===== src/rtl/cr_timer16_pkg.sv =====
package cr_timer16_pkg;

    typedef enum logic [2:0] {
        RA_CTRL   = 3'd0,
        RA_MODE   = 3'd1,
        RA_CNT_LO = 3'd2,
        RA_CNT_HI = 3'd3,
        RA_CAP_LO = 3'd4,
        RA_CAP_HI = 3'd5
    } reg_addr_e;

    typedef struct packed {
        logic ovf_flag;
        logic ext_flag;
        logic rx_baud;
        logic tx_baud;
        logic trig_en;
        logic run;
        logic src_pin;
        logic cap_sel;
    } ctrl_t;

    typedef struct packed {
        logic fast;
        logic down_en;
    } mode_t;

endpackage


===== src/rtl/cr_edge_sync.sv =====
module cr_edge_sync #(
    parameter int STAGES = 2
) (
    input  logic clk,
    input  logic rst_n,
    input  logic din,
    output logic level,
    output logic fall
);
    typedef struct packed {
        logic [STAGES-1:0] sh;
        logic              last;
    } st_t;

    st_t st_d, st_q;

    always_comb begin
        st_d = st_q;
        for (int i = STAGES - 1; i > 0; i--) begin
            st_d.sh[i] = st_q.sh[i-1];
        end
        st_d.sh[0] = din;
        st_d.last  = st_q.sh[STAGES-1];
    end

    always_ff @(posedge clk or negedge rst_n) begin
        if (!rst_n) st_q <= '0;
        else        st_q <= st_d;
    end

    assign level = st_q.sh[STAGES-1];
    assign fall  = st_q.last & ~st_q.sh[STAGES-1];
endmodule


===== src/rtl/cr_prescale.sv =====
module cr_prescale #(
    parameter int DIV_SLOW = 12,
    parameter int DIV_FAST = 6
) (
    input  logic clk,
    input  logic rst_n,
    input  logic en,
    input  logic fast,
    output logic tick
);
    localparam int PW = (DIV_SLOW > 1) ? $clog2(DIV_SLOW) : 1;
    localparam logic [PW-1:0] LIM_SLOW = PW'(DIV_SLOW - 1);
    localparam logic [PW-1:0] LIM_FAST = PW'(DIV_FAST - 1);

    logic [PW-1:0] psc_d, psc_q;
    logic [PW-1:0] lim;

    always_comb begin
        lim   = fast ? LIM_FAST : LIM_SLOW;
        tick  = 1'b0;
        psc_d = psc_q;
        if (!en) begin
            psc_d = '0;
        end else if (psc_q >= lim) begin
            tick  = 1'b1;
            psc_d = '0;
        end else begin
            psc_d = psc_q + 1'b1;
        end
    end

    always_ff @(posedge clk or negedge rst_n) begin
        if (!rst_n) psc_q <= '0;
        else        psc_q <= psc_d;
    end
endmodule


===== src/rtl/cr_count_core.sv =====
module cr_count_core #(
    parameter int W = 16
) (
    input  logic         clk,
    input  logic         rst_n,
    input  logic         step,
    input  logic         cap_sel,
    input  logic         trig_en,
    input  logic         baud,
    input  logic         down_en,
    input  logic         dir_up,
    input  logic         trig_fall,
    input  logic         wr_cnt_lo,
    input  logic         wr_cnt_hi,
    input  logic         wr_cap_lo,
    input  logic         wr_cap_hi,
    input  logic [7:0]   wdata,
    output logic [W-1:0] cnt,
    output logic [W-1:0] cap,
    output logic         ovf_set,
    output logic         ext_set,
    output logic         baud_pulse
);
    localparam logic [W-1:0] ALL1 = {W{1'b1}};

    typedef struct packed {
        logic [W-1:0] cnt;
        logic [W-1:0] cap;
    } st_t;

    st_t  st_d, st_q;
    logic updown;
    logic trig_act;
    logic wrap_hit;
    logic reload_on_wrap;

    always_comb begin
        st_d           = st_q;
        updown         = down_en & ~baud;
        trig_act       = trig_en & ~baud & ~updown & trig_fall;
        reload_on_wrap = baud | updown | ~cap_sel;
        wrap_hit       = 1'b0;
        ovf_set        = 1'b0;
        ext_set        = 1'b0;
        baud_pulse     = 1'b0;

        if (wr_cap_lo) st_d.cap[7:0]   = wdata;
        if (wr_cap_hi) st_d.cap[W-1:8] = wdata;

        if (step) begin
            if (updown && !dir_up) begin
                if (st_q.cnt == st_q.cap) begin
                    st_d.cnt = ALL1;
                    wrap_hit = 1'b1;
                end else begin
                    st_d.cnt = st_q.cnt - 1'b1;
                end
            end else if (st_q.cnt == ALL1) begin
                wrap_hit = 1'b1;
                st_d.cnt = reload_on_wrap ? st_q.cap : '0;
            end else begin
                st_d.cnt = st_q.cnt + 1'b1;
            end
        end

        if (wrap_hit) begin
            if (baud) baud_pulse = 1'b1;
            else      ovf_set    = 1'b1;
        end

        if (trig_act) begin
            ext_set = 1'b1;
            if (cap_sel) st_d.cap = st_q.cnt;
            else         st_d.cnt = st_q.cap;
        end

        if (wr_cnt_lo) st_d.cnt[7:0]   = wdata;
        if (wr_cnt_hi) st_d.cnt[W-1:8] = wdata;
    end

    always_ff @(posedge clk or negedge rst_n) begin
        if (!rst_n) st_q <= '0;
        else        st_q <= st_d;
    end

    assign cnt = st_q.cnt;
    assign cap = st_q.cap;
endmodule


===== src/rtl/cr_timer16.sv =====
module cr_timer16
    import cr_timer16_pkg::*;
#(
    parameter int W           = 16,
    parameter int DIV_SLOW    = 12,
    parameter int DIV_FAST    = 6,
    parameter int SYNC_STAGES = 2
) (
    input  logic       clk,
    input  logic       rst_n,
    input  logic       wr_en,
    input  logic [2:0] addr,
    input  logic [7:0] wdata,
    output logic [7:0] rdata,
    input  logic       cnt_pin,
    input  logic       trig_pin,
    output logic       irq,
    output logic       baud_tick,
    output logic       tx_use_t2,
    output logic       rx_use_t2
);
    typedef struct packed {
        ctrl_t ctrl;
        mode_t mode;
    } regs_t;

    regs_t     regs_d, regs_q;
    reg_addr_e ra;
    logic      wr_ctrl, wr_mode, wr_cnt_lo, wr_cnt_hi, wr_cap_lo, wr_cap_hi;
    logic      cnt_fall, cnt_lvl;
    logic      trig_fall, trig_lvl;
    logic      psc_tick;
    logic      cnt_step;
    logic      baud_mode;
    logic      ovf_set, ext_set;
    logic [W-1:0] cnt_val, cap_val;

    assign ra        = reg_addr_e'(addr);
    assign wr_ctrl   = wr_en && (ra == RA_CTRL);
    assign wr_mode   = wr_en && (ra == RA_MODE);
    assign wr_cnt_lo = wr_en && (ra == RA_CNT_LO);
    assign wr_cnt_hi = wr_en && (ra == RA_CNT_HI);
    assign wr_cap_lo = wr_en && (ra == RA_CAP_LO);
    assign wr_cap_hi = wr_en && (ra == RA_CAP_HI);

    cr_edge_sync #(.STAGES(SYNC_STAGES)) u_cnt_sync (
        .clk(clk), .rst_n(rst_n), .din(cnt_pin), .level(cnt_lvl), .fall(cnt_fall)
    );

    cr_edge_sync #(.STAGES(SYNC_STAGES)) u_trig_sync (
        .clk(clk), .rst_n(rst_n), .din(trig_pin), .level(trig_lvl), .fall(trig_fall)
    );

    cr_prescale #(.DIV_SLOW(DIV_SLOW), .DIV_FAST(DIV_FAST)) u_psc (
        .clk(clk), .rst_n(rst_n),
        .en(regs_q.ctrl.run & ~regs_q.ctrl.src_pin),
        .fast(regs_q.mode.fast),
        .tick(psc_tick)
    );

    assign baud_mode = regs_q.ctrl.rx_baud | regs_q.ctrl.tx_baud;
    assign cnt_step  = regs_q.ctrl.run & (regs_q.ctrl.src_pin ? cnt_fall : psc_tick);

    cr_count_core #(.W(W)) u_core (
        .clk(clk), .rst_n(rst_n),
        .step(cnt_step),
        .cap_sel(regs_q.ctrl.cap_sel),
        .trig_en(regs_q.ctrl.trig_en),
        .baud(baud_mode),
        .down_en(regs_q.mode.down_en),
        .dir_up(trig_lvl),
        .trig_fall(trig_fall),
        .wr_cnt_lo(wr_cnt_lo), .wr_cnt_hi(wr_cnt_hi),
        .wr_cap_lo(wr_cap_lo), .wr_cap_hi(wr_cap_hi),
        .wdata(wdata),
        .cnt(cnt_val), .cap(cap_val),
        .ovf_set(ovf_set), .ext_set(ext_set),
        .baud_pulse(baud_tick)
    );

    always_comb begin
        regs_d = regs_q;
        if (wr_ctrl) regs_d.ctrl = ctrl_t'(wdata);
        if (wr_mode) regs_d.mode = mode_t'(wdata[1:0]);
        if (ovf_set) regs_d.ctrl.ovf_flag = 1'b1;
        if (ext_set) regs_d.ctrl.ext_flag = 1'b1;
    end

    always_ff @(posedge clk or negedge rst_n) begin
        if (!rst_n) regs_q <= '0;
        else        regs_q <= regs_d;
    end

    always_comb begin
        unique case (ra)
            RA_CTRL:   rdata = regs_q.ctrl;
            RA_MODE:   rdata = {6'd0, regs_q.mode};
            RA_CNT_LO: rdata = cnt_val[7:0];
            RA_CNT_HI: rdata = cnt_val[W-1:8];
            RA_CAP_LO: rdata = cap_val[7:0];
            RA_CAP_HI: rdata = cap_val[W-1:8];
            default:   rdata = 8'd0;
        endcase
    end

    assign irq       = regs_q.ctrl.ovf_flag | regs_q.ctrl.ext_flag;
    assign tx_use_t2 = regs_q.ctrl.tx_baud;
    assign rx_use_t2 = regs_q.ctrl.rx_baud;
endmodule


===== config.mk =====
export PLATFORM = sky130hd
export DESIGN_NAME = cr_timer16
export DESIGN_NICKNAME = d
export VERILOG_FILES = /design/src/rtl/cr_timer16_pkg.sv /design/src/rtl/cr_edge_sync.sv /design/src/rtl/cr_prescale.sv /design/src/rtl/cr_count_core.sv /design/src/rtl/cr_timer16.sv
export SDC_FILE = /design/constraint.sdc
export NUM_CORES = 1
export LEC_CHECK = 0
export BUFFER_PORTS_ARGS = -buffer_cell sky130_fd_sc_hd__buf_2
export CORE_AREA = 5 5 88 90
export CTS_BUF_LIST = sky130_fd_sc_hd__clkbuf_8
export CTS_CLUSTER_DIAMETER = 100
export DETAILED_ROUTE_END_ITERATION = 10
export DIE_AREA = 0 0 93 95
export PLACE_DENSITY = 0.81
export SLEW_MARGIN = 5
export SYNTH_ARGS = -nofsm -noshare
export SYNTH_HDL_FRONTEND = slang
export SYNTH_SLANG_ARGS = --single-unit

===== constraint.sdc =====
create_clock -name clk -period 2.21 [get_ports clk]
set_input_delay 0.442 -clock clk [delete_from_list [all_inputs] [get_ports clk]]
set_output_delay 0.442 -clock clk [all_outputs]
set_load 0.1 [all_outputs]

Word level (Yosys, flattened, before mapping)
Index checks and enable logic that the tools add are counted.
{ "word_totals": {"input_bits": 16, "output_inout_bits": 12, "elab_cells": 88, "reg_bits": 52} }
{ "op_classes": {"muxes": 31, "n_addsub": 3, "n_lt_le_gt_ge": 1, "bitwise_logic": 18, "n_eq_ne": 7, "reduce_logical": 11} }
{ "op_table": {"columns": ["cell", "count"], "rows": [
  ["$mux W16", 7],
  ["$pmux W8 S6", 1],
  ["$mux W8", 5],
  ["$mux W32", 1],
  ["$add A16 B1 Y16 const B", 1],
  ["$eq A16 B16 Y1", 1],
  ["$eq A16 B16 Y1 const B", 1],
  ["$sub A16 B1 Y16 const B", 1],
  ["$mux W1", 14],
  ["$mux W4", 3],
  ["$and A1 B1 Y1", 8],
  ["$logic_and A1 B1 Y1", 7],
  ["$eq A3 B2 Y1 const B", 2],
  ["$eq A3 B3 Y1 const B", 2],
  ["$not A1 Y1", 6],
  ["$add A4 B1 Y4 const B", 1],
  ["$ge A4 B4 Y1", 1],
  ["$or A1 B1 Y1", 4],
  ["$reduce_bool A2 Y1", 2],
  ["$eq A3 B1 Y1 const B", 1],
  ["$logic_not A3 Y1", 1],
  ["$logic_not A1 Y1", 1]
]} }

Longest topological paths before layout
Gate-level depths: netlist of the first run.
{ "logic_depth": {"ltp_word": 12, "mapped_depth": 8, "mapped_depth_nobuf": 8} }

Modules after synthesis
Synthesis of the first run repeated with hierarchy kept, for this count alone.
{ "unflattened": {"cells_unflattened": 481, "area_unflattened_um2": 4119.0} }
{ "by_module_without_submodules": {"columns": ["mod", "area_each_um2", "cells_per_inst", "n_inst", "seq_area_each_um2"], "rows": [
  ["cr_count_core", 2905.3, 372, 1, 800.8],
  ["cr_timer16", 799.5, 78, 1, 250.2],
  ["cr_prescale", 236.5, 23, 1, 100.1],
  ["cr_edge_sync", 88.8, 4, 2, 75.1]
]} }

Worst setup path before layout of the first run
Ideal clock, no wire load.
{ "synth_timing": {"kind": "register to output", "startpoint": "register regs_q[1]", "endpoint": "output baud_tick", "arrival_ps": 3278, "path_slack_ps": -1510, "n_path_buf": 0, "stages_incl_launch_ff": 7, "path_cell_list": "dfrtp_1 > inv_1 > ha_1 > o21ai_0 > o21ai_0 > nand2_1 > nor3_1"} }
{ "synth_via": {"elab_chain_cells": 8} }
{ "synth_rtl": {"columns": ["element", "line", "rtl"], "rows": [
  ["start: declaration", "cr_timer16.sv:27", "regs_t regs_d, regs_q;"],
  ["start signal: assignment", "cr_timer16.sv:91", "else regs_q <= regs_d;"],
  ["$mux W4", "cr_prescale.sv:19", "lim = fast ? LIM_FAST : LIM_SLOW;"],
  ["$ge A4 B4 Y1", "cr_prescale.sv:24", "end else if (psc_q >= lim) begin"],
  ["$mux W1", "cr_prescale.sv:24", null],
  ["$mux W1", "cr_prescale.sv:22", "if (!en) begin"],
  ["$mux W1", "cr_timer16.sv:62", "assign cnt_step = regs_q.ctrl.run & (regs_q.ctrl.src_pin ? cnt_fall : psc_tick);"],
  ["$and A1 B1 Y1", "cr_timer16.sv:62", null],
  ["$mux W1", "cr_count_core.sv:50", "if (step) begin"],
  ["$mux W1", "cr_count_core.sv:66", "if (wrap_hit) begin"],
  ["end: declaration", "cr_timer16.sv:18", "output logic baud_tick,"]
]} }
Every way passes these cells.

Final worst setup path of the first run
{ "layout_timing": {"startpoint": "register u_core.st_q, in the netlist u_core.cnt[9]", "endpoint": "output baud_tick"} }
{ "layout_via": {"elab_chain_cells": 5, "word_cells_on_any_way": 7} }
{ "layout_rtl": {"columns": ["element", "line", "rtl"], "rows": [
  ["start: declaration", "cr_count_core.sv:31", "st_t st_d, st_q;"],
  ["start signal: assignment", "cr_count_core.sv:83", "else st_q <= st_d;"],
  ["$eq A16 B16 Y1, on equally long branches", "cr_count_core.sv:58, cr_count_core.sv:52", null],
  ["$mux W1, on equally long branches", "cr_count_core.sv:58, cr_count_core.sv:52", null],
  ["$mux W1 (*)", "cr_count_core.sv:51", "if (updown && !dir_up) begin"],
  ["$mux W1 (*)", "cr_count_core.sv:50", null],
  ["$mux W1 (*)", "cr_count_core.sv:66", null]
]} }
Every way passes the cells marked *; elsewhere a longest branch is shown, timed or not.

==> results.cfg, run 1 <==
[cells_and_area]
instances_no_fill = 628
seqCellArea_um2 = 1310
syn_to_final_growth_pct = 33.39
drive_gt1_share_pct = 35.16
stdcell_area_um2 = 5299
layout_commonest_cell = buf_4
nNetsFinal = 567
nFillCells = 450
final_core_util_pct = 75.90
multiInputGateArea_um2 = 2788
antenna_cells = 0
mostFrequentLayoutCells = buf_4 (81), dfrtp_1 (45), nand2_1 (37)

[sta]
timing.final.max_slew_violations = 0
setup_violations = 7
worstMarginPinSlew_ns = 0.5980
slew_headroom_pct = 60.02
final-hold-violation-count = 0
rsz0062_at_grt = true
fin_crit_ns = 2.335
timing.final.ws_setup_ns = -0.1247
whs_ns = 0.03561
fin_skew_ns = 0.008258
max_freq_ghz = 0.4283
min_period_over_period_pct = 105.6

[pwr]
total_power_mw = 6.277
cellPowerDensity_nw_per_um2 = 1185
leakage_nw = 2.188
ir_drop_v = 0.0006471

[synthesis]
syn_nets = 480
postSynth.asyncResetShare_pct = 100.0
yosysSeqAreaShare_pct = 32.76
yosysWarnings = 0
synth_cells = 458
ys.flop_type = dfrtp_1
synth_seq_cells = 52
synth_edf_count = 0
netlist_area_um2 = 3973
ys_types = 57
avgSynthCellArea_um2 = 8.674

[worst_setup_path]
critPathLaunchType = flip-flop
worstSetupEndpointType = output port
path_max_fanout = 5
path_class = flip-flop to output port
crit_chain = nand4_2 > nor2_2 > nand2_2 > nor3_4 > buf_12
cp.arrival_ns = 1.89
cp.required_ns = 1.77
slowest_delay_ns = 0.53
slowest_stage = dfrtp_1

[outcome]
outcome = finished with violations
violations = negative setup slack

[clock_tree]
clk_pin_slew_ns = 0.12
cts-root-buf = clkbuf_8
h-tree-depth = 2
cts_tree = yes
clock_latency_ns = 0.33
cts_buffers = 5
cts.sinks = 52
clock_path_buffers = 2

[placed_design]
port-buffer-count = 27
globalplace.congestion = 1.037
placed_area_um2 = 4905
dp.cells = 607
hpwlAfterDp_mm = 10.53

[global_route]
use_met2_pct = 57.47
busiest_layer = met2
overflow = 0
grtUsageTotal_pct = 34.26
grt_util_met1_pct = 41.83
grt_max_degree = 35
met3_usage_pct = 7.410
grt_pass1_vias = 4350
antenna_found_initial = 0
grt_first_pass_wirelength_mm = 23.29

[detailed_routing]
avgViaCountPerCell = 7.279
wl_mm = 15.68
dr.pass1.iters = 7
post_drt_wl_per_cell_um = 24.97
drcViolationCount = 0
vias = 4571
ant_nets = 0
drt-initial-drc-count = 823

[floorplanning]
io_pins = 28
dieArea_um2 = 8835
rows = 31
core-area_um2 = 6982
start_util_pct = 56.90
die_x_um = 93
die_h_um = 95

[min_path]
hold_class = primary input to asynchronous set/reset pin

[run]
max-cap-violations = 0
kinds of logic (layout without fill, tap and decap cells):
group	Yosys count	in the layout	synth area share, %
simple gates	158	158	21.64
compound gates	121	121	20.35
flops	52	52	32.76
buf+inv	42	130	4.284
xor+xnor	40	40	8.819
mux	39	39	10.27
fa+ha+maj	6	6	1.890
worst paths after layout:
| path | startpoint | endpoint | slack, ns | depth (start not counted) |
|---|---|---|---|---|
| max | u_core.cnt[9]$_DFF_PN0_ | baud_tick | -0.12 | 5 |
| max reg2reg | u_core.cnt[1]$_DFF_PN0_ | u_core.cnt[0]$_DFF_PN0_ | -0.10 | 8 |
| min reg2reg | u_trig_sync.st_d[2]$_DFF_PN0_ | u_trig_sync.level$_DFF_PN0_ | 0.37 | 0 |
| min in group clk | cnt_pin | u_cnt_sync.st_d[2]$_DFF_PN0_ | 0.21 | 1 |
| min | rst_n | u_psc.psc_q[2]$_DFF_PN0_ | 0.04 | 1 |
| max in group asynchronous | rst_n | u_core.cnt[10]$_DFF_PN0_ | 1.62 | 2 |
flip-flops by register name, summed over array words and instances (netlist names):
register	cells
u_core.cnt	16
u_trig_sync.level	1
u_cnt_sync.st_d	1
tx_use_t2	1
regs_q	8
u_cnt_sync.st_q	1
u_trig_sync.st_q	1
u_core.cap	16
u_psc.psc_q	4
u_cnt_sync.level	1
u_trig_sync.st_d	1
rx_use_t2	1
final cells by class:
class                           instances  share of cell area, %
Clock buffer                            5                  1.299
Clock inverter                          3                 0.5431
Inverter                                7                 0.4959
Multi-Input combinational cell        364                  52.61
Timing Repair Buffer                  115                  18.39
Sequential cell                        52                  24.72
Tap cell                               82                  1.936
timing repair:
action                                  in CTS  in global routing
hold buffers                                 0                  0
pin swaps                                    7                 16
resized for setup                           15                 32
endpoints found under the setup margin       6                 20
gates cloned                                 0                  0
buffers inserted                             5                 10
synth_stat cells, types with 3 or more instances:
master    number  area (um2)
mux2_2        14       157.7
nand3b_1       3       22.52
nand4_1        9       56.30
nor3_1         8       40.04
a221oi_1      10       87.58
nand2b_1       4       25.02
a21oi_1       18       90.09
o221ai_1      13       113.9
nor3_2         3       30.03
and4_1         3       26.28
xor2_1        32       280.3
xnor2_1        8       70.07
and2_1         3       18.77
nor4_1         6       37.54
nand3_1       11       55.05
mux2i_1       25       250.2
nor2_1        39       146.4
or3_1          5       31.28
o31ai_1        3       22.52
o211ai_1       3       22.52
buf_1          5       18.77
a22oi_1        8       60.06
o22ai_1       14       87.58
buf_2          7       35.03
inv_1          7       26.28
nand2_1       40       150.1
a311oi_1       4       35.03
ha_1           6       75.07
dfrtp_1       52        1301
nor3b_1        3       22.52
a31oi_1        3       18.77
and3_1         6       37.54
o21ai_0       29       145.1
clkbuf_1      22       82.58
critical path, delay by kind of cell, from the launching register on:
family / cells / cell delay (ns)
and+or+nand+nor: 4 / 0.83
DFF: 1 / 0.53
buffers and inverters: 1 / 0.20
metal layers:
| layer | wire length, um | share of wire, % |
|---|---|---|
| met1 | 5441 | 35 |
| met2 | 7237 | 46 |
| met3 | 1960 | 13 |
| met4 | 1042 | 6.6 |
| met5 | 0 | 0 |
metrics by stage:
stage / setup slack (ns) / TNS [ns]
4_1_cts: -0.08848 / -0.08848
6_report: -0.1247 / -0.3824
5_1_grt: -0.1839 / -1.225
3_5_place_dp: -0.03562 / -0.04620
3_3_place_gp: 0.002856 / 0
2_1_floorplan: -0.1864 / -0.1864
power breakdown:
| group | internal [mW] | switching, mW | total (mW) |
|---|---|---|---|
| Sequential | 1.27 | 0.420 | 1.69 |
| Clock | 0.241 | 0.403 | 0.644 |
| Combinational | 1.66 | 2.28 | 3.94 |
| Total | 3.18 | 3.10 | 6.28 |
No activity file was read; power rests on OpenSTA's default activity.
==> run 2: changes to the inputs <==
Settings changed: CORE_AREA 5 5 88 90 to 5 5 97 81, DIE_AREA 0 0 93 95 to 0 0 102 86, MAX_ROUTING_LAYER set to met4, PLACE_DENSITY 0.81 to 0.82.
==> run 2 against run 1 <==
Effect of this change:
- the run ends with design-rule violations, negative setup slack left
- combinational power grew 5%
- critical path depth grew 1
- worst setup slack gained 0.042 ns
- count of clock-buffer cells in the layout is the same
- highest routed layer unchanged
- power grew 7.9%
- maximum frequency grew 1.8%
- clock power grew 45%
- critical path type unchanged
- worst hold slack gained 0.065 ns
- first-iteration DRC count shrank 6.8%
- final cell count grew 0.16%
- wire length shrank 1.8%
- largest cell class unchanged
==> results.cfg, run 2 (synthesized netlist as in run 1, its figures left out) <==
[sta]
setup_violations = 1
rsz0062_at_grt = true
finalSetupTns_ns = -0.08256
timing.final.ws_setup_ns = -0.08256
timing.final.max_slew_violations = 0
fin_skew_ns = 0.01162
fin_crit_ns = 2.293
slew_headroom_pct = 63.14
final-hold-violation-count = 0
min_period_over_period_pct = 103.7
max_freq_ghz = 0.4362
worstMarginPinSlew_ns = 0.5514

[detailed_routing]
vias = 4403
drcViolationCount = 6
ant_nets = 0
avgViaCountPerCell = 7.000
drt-initial-drc-count = 767
wl_mm = 15.40
dr.pass1.iters = 11
post_drt_wl_per_cell_um = 24.49

[placed_design]
globalplace.congestion = 1.046
hpwlAfterDp_mm = 10.56
port-buffer-count = 27

[floorplanning]
io_pins = 28
rows = 27
die_x_um = 102
die_h_um = 86
dieArea_um2 = 8772
start_util_pct = 59.09
core-area_um2 = 6723

[run]
max-cap-violations = 0

[cells_and_area]
layout_commonest_cell = buf_4
syn_to_final_growth_pct = 36.57
nNetsFinal = 563
mostFrequentLayoutCells = buf_4 (72), dfrtp_1 (43), nand2_1 (37)
antenna_cells = 0
nFillCells = 403
final_core_util_pct = 80.70
drive_gt1_share_pct = 36.35

[global_route]
grt_first_pass_wirelength_mm = 23.07
grt_max_degree = 53
overflow = 0
grtUsageTotal_pct = 35.20
antenna_found_initial = 0
grt_pass1_vias = 4211

[clock_tree]
clock_latency_ns = 0.32
cts.sinks = 52
holdBufCountCts = 0
clk_pin_slew_ns = 0.11
cts-root-buf = clkbuf_8
cts_tree = yes
clock_path_buffers = 2
cts_buffers = 5
h-tree-depth = 2

[pwr]
switchingPower_mw = 3.191
p_seq_share_pct = 25.2
ir_drop_v = 0.0007839
clkPwrFrac_pct = 13.7
netSwitchingFraction_pct = 47.11
cellPowerDensity_nw_per_um2 = 1248
power_frac_comb_pct = 61.0
leakage_nw = 2.239
internal_power_mw = 3.582

[worst_setup_path]
path_class = flip-flop to output port
worstSetupEndpointType = output port
critPathLaunchType = flip-flop
path_max_fanout = 4
cp.required_ns = 1.77
cp.arrival_ns = 1.85

[min_path]
hold_class = primary input to asynchronous set/reset pin

[outcome]
outcome = finished with violations
violations = design-rule violations, negative setup slack
[run 2: cell count changes in the layout (fill, tap and decap cells not counted), sizes merged]
cell | previous run | this run
bufinv | 0 | 3
inv | 10 | 7
buf | 115 | 110
clkbuf | 5 | 6
[run 2: cell type report]
type,instances,area [um2],share of cell area [%]
Timing Repair Buffer,111,994.7,18.33
Clock inverter,3,90.09,1.661
Multi-Input combinational cell,364,2824,52.05
Tap cell,87,108.9,2.006
Clock buffer,5,68.82,1.268
Sequential cell,52,1313,24.19
Inverter,7,26.28,0.4843
[run 2: worst paths after layout]
kind,startpoint,end,slack (ns),depth (start not counted)
worst max register to register,u_core.cnt[1]$_DFF_PN0_,u_core.cnt[10]$_DFF_PN0_,0.03,8
worst max-delay path,u_core.cnt[1]$_DFF_PN0_,baud_tick,-0.08,6
min in group clk,trig_pin,u_trig_sync.st_d[2]$_DFF_PN0_,0.23,1
worst min-delay path,rst_n,u_core.cap[4]$_DFF_PN0_,0.10,2
worst min register to register,u_trig_sync.st_d[2]$_DFF_PN0_,u_trig_sync.level$_DFF_PN0_,0.37,0
max in group asynchronous,rst_n,u_core.cnt[11]$_DFF_PN0_,1.83,2
[run 2: critical path, cell delays in order, from the launching register on]
cell and delay (ns):
dfrtp_1 0.44, ha_4 0.18, nand4_1 0.16, nor2_2 0.19, nand2_2 0.13, nor3_4 0.23, buf_12 0.20
[run 2: repair_timing]
action                     4_1_cts  5_1_grt
gates cloned                     0        1
gates resized for setup         16       39
buffers inserted                 7        7
pin swaps                        5       22
setup endpoints to repair        8       22
[run 2: power groups by stage]
stage	Combinational [mW]	Clock (mW)	Sequential [mW]
after floorplan	2.21	0	1.61
after global placement	3.41	0	1.68
after detailed placement	3.49	0	1.70
after CTS	3.68	0.923	1.69
after global routing	4.30	0.965	1.74
final	4.13	0.931	1.71
[run 2: per-layer routing]
layer  wire, um  vias up  global-route usage (%)  share of wire [%]
li1           -     1872                       -                  -
met1       5874     2083                   44.88                 38
met2       6813      345                   53.04                 44
met3       1945      103                   10.08                 13
met4        769        0                   13.11                5.0
met5          0        -                       -                  0
[run 2: through the flow]
stage | power [mW] | area [um2] | cells | hold WS, ns | worst slack [ns]
after floorplan | 3.821 | 4129 | 458 | 0.1464 | -0.1864
after global placement | 5.084 | 4896 | 606 | 0.3331 | -0.1024
after detailed placement | 5.184 | 4896 | 606 | 0.3428 | -0.1918
after CTS | 6.290 | 5176 | 621 | 0.1200 | -0.03975
after global routing | 7.008 | 5425 | 629 | 0.1222 | -0.1572
final | 6.773 | 5425 | 629 | 0.1006 | -0.08256
==> run 3: changes to the inputs <==
Settings changed: SKIP_CTS_REPAIR_TIMING set to 1.
==> run 3 against run 2 <==
Effect of this change:
- the run ends with negative setup slack left
- non-clock buffer count is the same
- die area did not move
- combinational power fell by 5%
- maximum frequency down 4.8%
- global-route usage shrank 1.1 points
- final cell count unchanged
- clock skew decreased by 0.0061 ns
- critical path type unchanged
- highest routed layer unchanged
==> results.cfg, run 3 (synthesized netlist as in run 1, its figures left out) <==
[global_route]
grt_pass1_vias = 4138
grt_first_pass_wirelength_mm = 22.37
grt_max_degree = 53
overflow = 0
antenna_found_initial = 0
grtUsageTotal_pct = 34.12

[cells_and_area]
syn_to_final_growth_pct = 33.61
nFillCells = 409
mostFrequentLayoutCells = buf_4 (78), dfrtp_1 (45), nand2_1 (37)
nNetsFinal = 563
drive_gt1_share_pct = 34.32
antenna_cells = 0
layout_commonest_cell = buf_4

[pwr]
total_power_mw = 6.548
internal_power_mw = 3.480
ir_drop_v = 0.0007713
leakage_nw = 2.201
clkPwrFrac_pct = 14.1
p_seq_share_pct = 26.0
netSwitchingFraction_pct = 46.85
power_frac_comb_pct = 59.9
switchingPower_mw = 3.068
cellPowerDensity_nw_per_um2 = 1234

[placed_design]
port-buffer-count = 27
globalplace.congestion = 1.046
hpwlAfterDp_mm = 10.56

[clock_tree]
clock_latency_ns = 0.32
cts-root-buf = clkbuf_8
h-tree-depth = 2
clk_pin_slew_ns = 0.10
cts.sinks = 52
cts_tree = yes
clock_path_buffers = 2
cts_buffers = 5

[floorplanning]
die_x_um = 102
rows = 27
die_h_um = 86
core-area_um2 = 6723
start_util_pct = 59.09
io_pins = 28
dieArea_um2 = 8772

[sta]
timing.final.max_slew_violations = 0
max_freq_ghz = 0.4151
setup_violations = 4
rsz0062_at_grt = true
worstMarginPinSlew_ns = 0.5425
finalSetupTns_ns = -0.2192
fin_crit_ns = 2.409
timing.final.ws_setup_ns = -0.1991
final-hold-violation-count = 0
fin_skew_ns = 0.005529
min_period_over_period_pct = 109.0
slew_headroom_pct = 63.73

[detailed_routing]
vias = 4425
avgViaCountPerCell = 7.035
wl_mm = 15.18
ant_nets = 0
drcViolationCount = 0
post_drt_wl_per_cell_um = 24.14
dr.pass1.iters = 6
drt-initial-drc-count = 592

[worst_setup_path]
cp.arrival_ns = 1.97
worstSetupEndpointType = output port
path_max_fanout = 4
critPathLaunchType = flip-flop
reg2reg_depth = 8
cp.required_ns = 1.77
path_class = flip-flop to output port

[run]
max-cap-violations = 0

[outcome]
violations = negative setup slack
outcome = finished with violations

[min_path]
hold_class = primary input to asynchronous set/reset pin
==> run 3: worst max-delay path: stages, from the launching register on <==
cell	delay, ns
dfrtp_1	0.43
ha_1	0.32
o21ai_2	0.07
o21ai_2	0.20
nand2_2	0.14
nor3_4	0.28
buf_12	0.21
==> run 3: final timing paths <==
kind                                               start                             to  slack, ns
hold reg to reg            u_trig_sync.st_d[2]$_DFF_PN0_    u_trig_sync.level$_DFF_PN0_       0.37
hold / removal                                     rst_n   u_cnt_sync.st_d[2]$_DFF_PN0_       0.11
max in group asynchronous                          rst_n       u_core.cnt[12]$_DFF_PN0_       1.83
setup reg to reg                u_core.cnt[11]$_DFF_PN0_        u_core.cnt[7]$_DFF_PN0_      -0.02
setup / recovery                   regs_q[1]$_DFFE_PN0P_                      baud_tick      -0.20
min in group clk                                trig_pin  u_trig_sync.st_d[2]$_DFF_PN0_       0.23
==> run 3: stage by stage <==
step | worst slack (ns) | std cells | instance area, um2 | hold WS, ns | utilization, %
after CTS | -0.2925 | 614 | 5055 | 0.1200 | 75.19
after detailed placement | -0.1918 | 606 | 4896 | 0.3428 | 72.83
after floorplan | -0.1864 | 458 | 4129 | 0.1464 | -
after global placement | -0.1024 | 606 | 4896 | 0.3331 | 72.83
after global routing | -0.2631 | 629 | 5308 | 0.1171 | 78.95
final | -0.1991 | 629 | 5308 | 0.1085 | 78.95
==> run 3: cell type report <==
class	count	area (um2)	area share [%]
clock inverters	3	90.09	1.697
repair buffers	111	940.9	17.73
multi-input cells	364	2763	52.05
flip-flops and latches	52	1310	24.68
clock buffers	5	68.82	1.297
well taps	87	108.9	2.051
inverters	7	26.28	0.4950
==> run 3: routing by layer <==
layer	routed length [um]	vias to the layer above	GRT usage (%)	part of all wire, %
met3	1761	90	10.33	12
li1	-	1873	-	-
met4	778	0	11.56	5.1
met1	5754	2149	43.09	38
met2	6889	313	52.04	45
met5	0	-	-	0
==> run 3: power groups by stage <==
stage | clock, mW | sequential (mW) | combinational (mW)
after floorplan | 0 | 1.61 | 2.21
after global placement | 0 | 1.68 | 3.41
after detailed placement | 0 | 1.70 | 3.49
after CTS | 0.923 | 1.68 | 3.50
after global routing | 0.967 | 1.73 | 4.12
final | 0.923 | 1.70 | 3.93
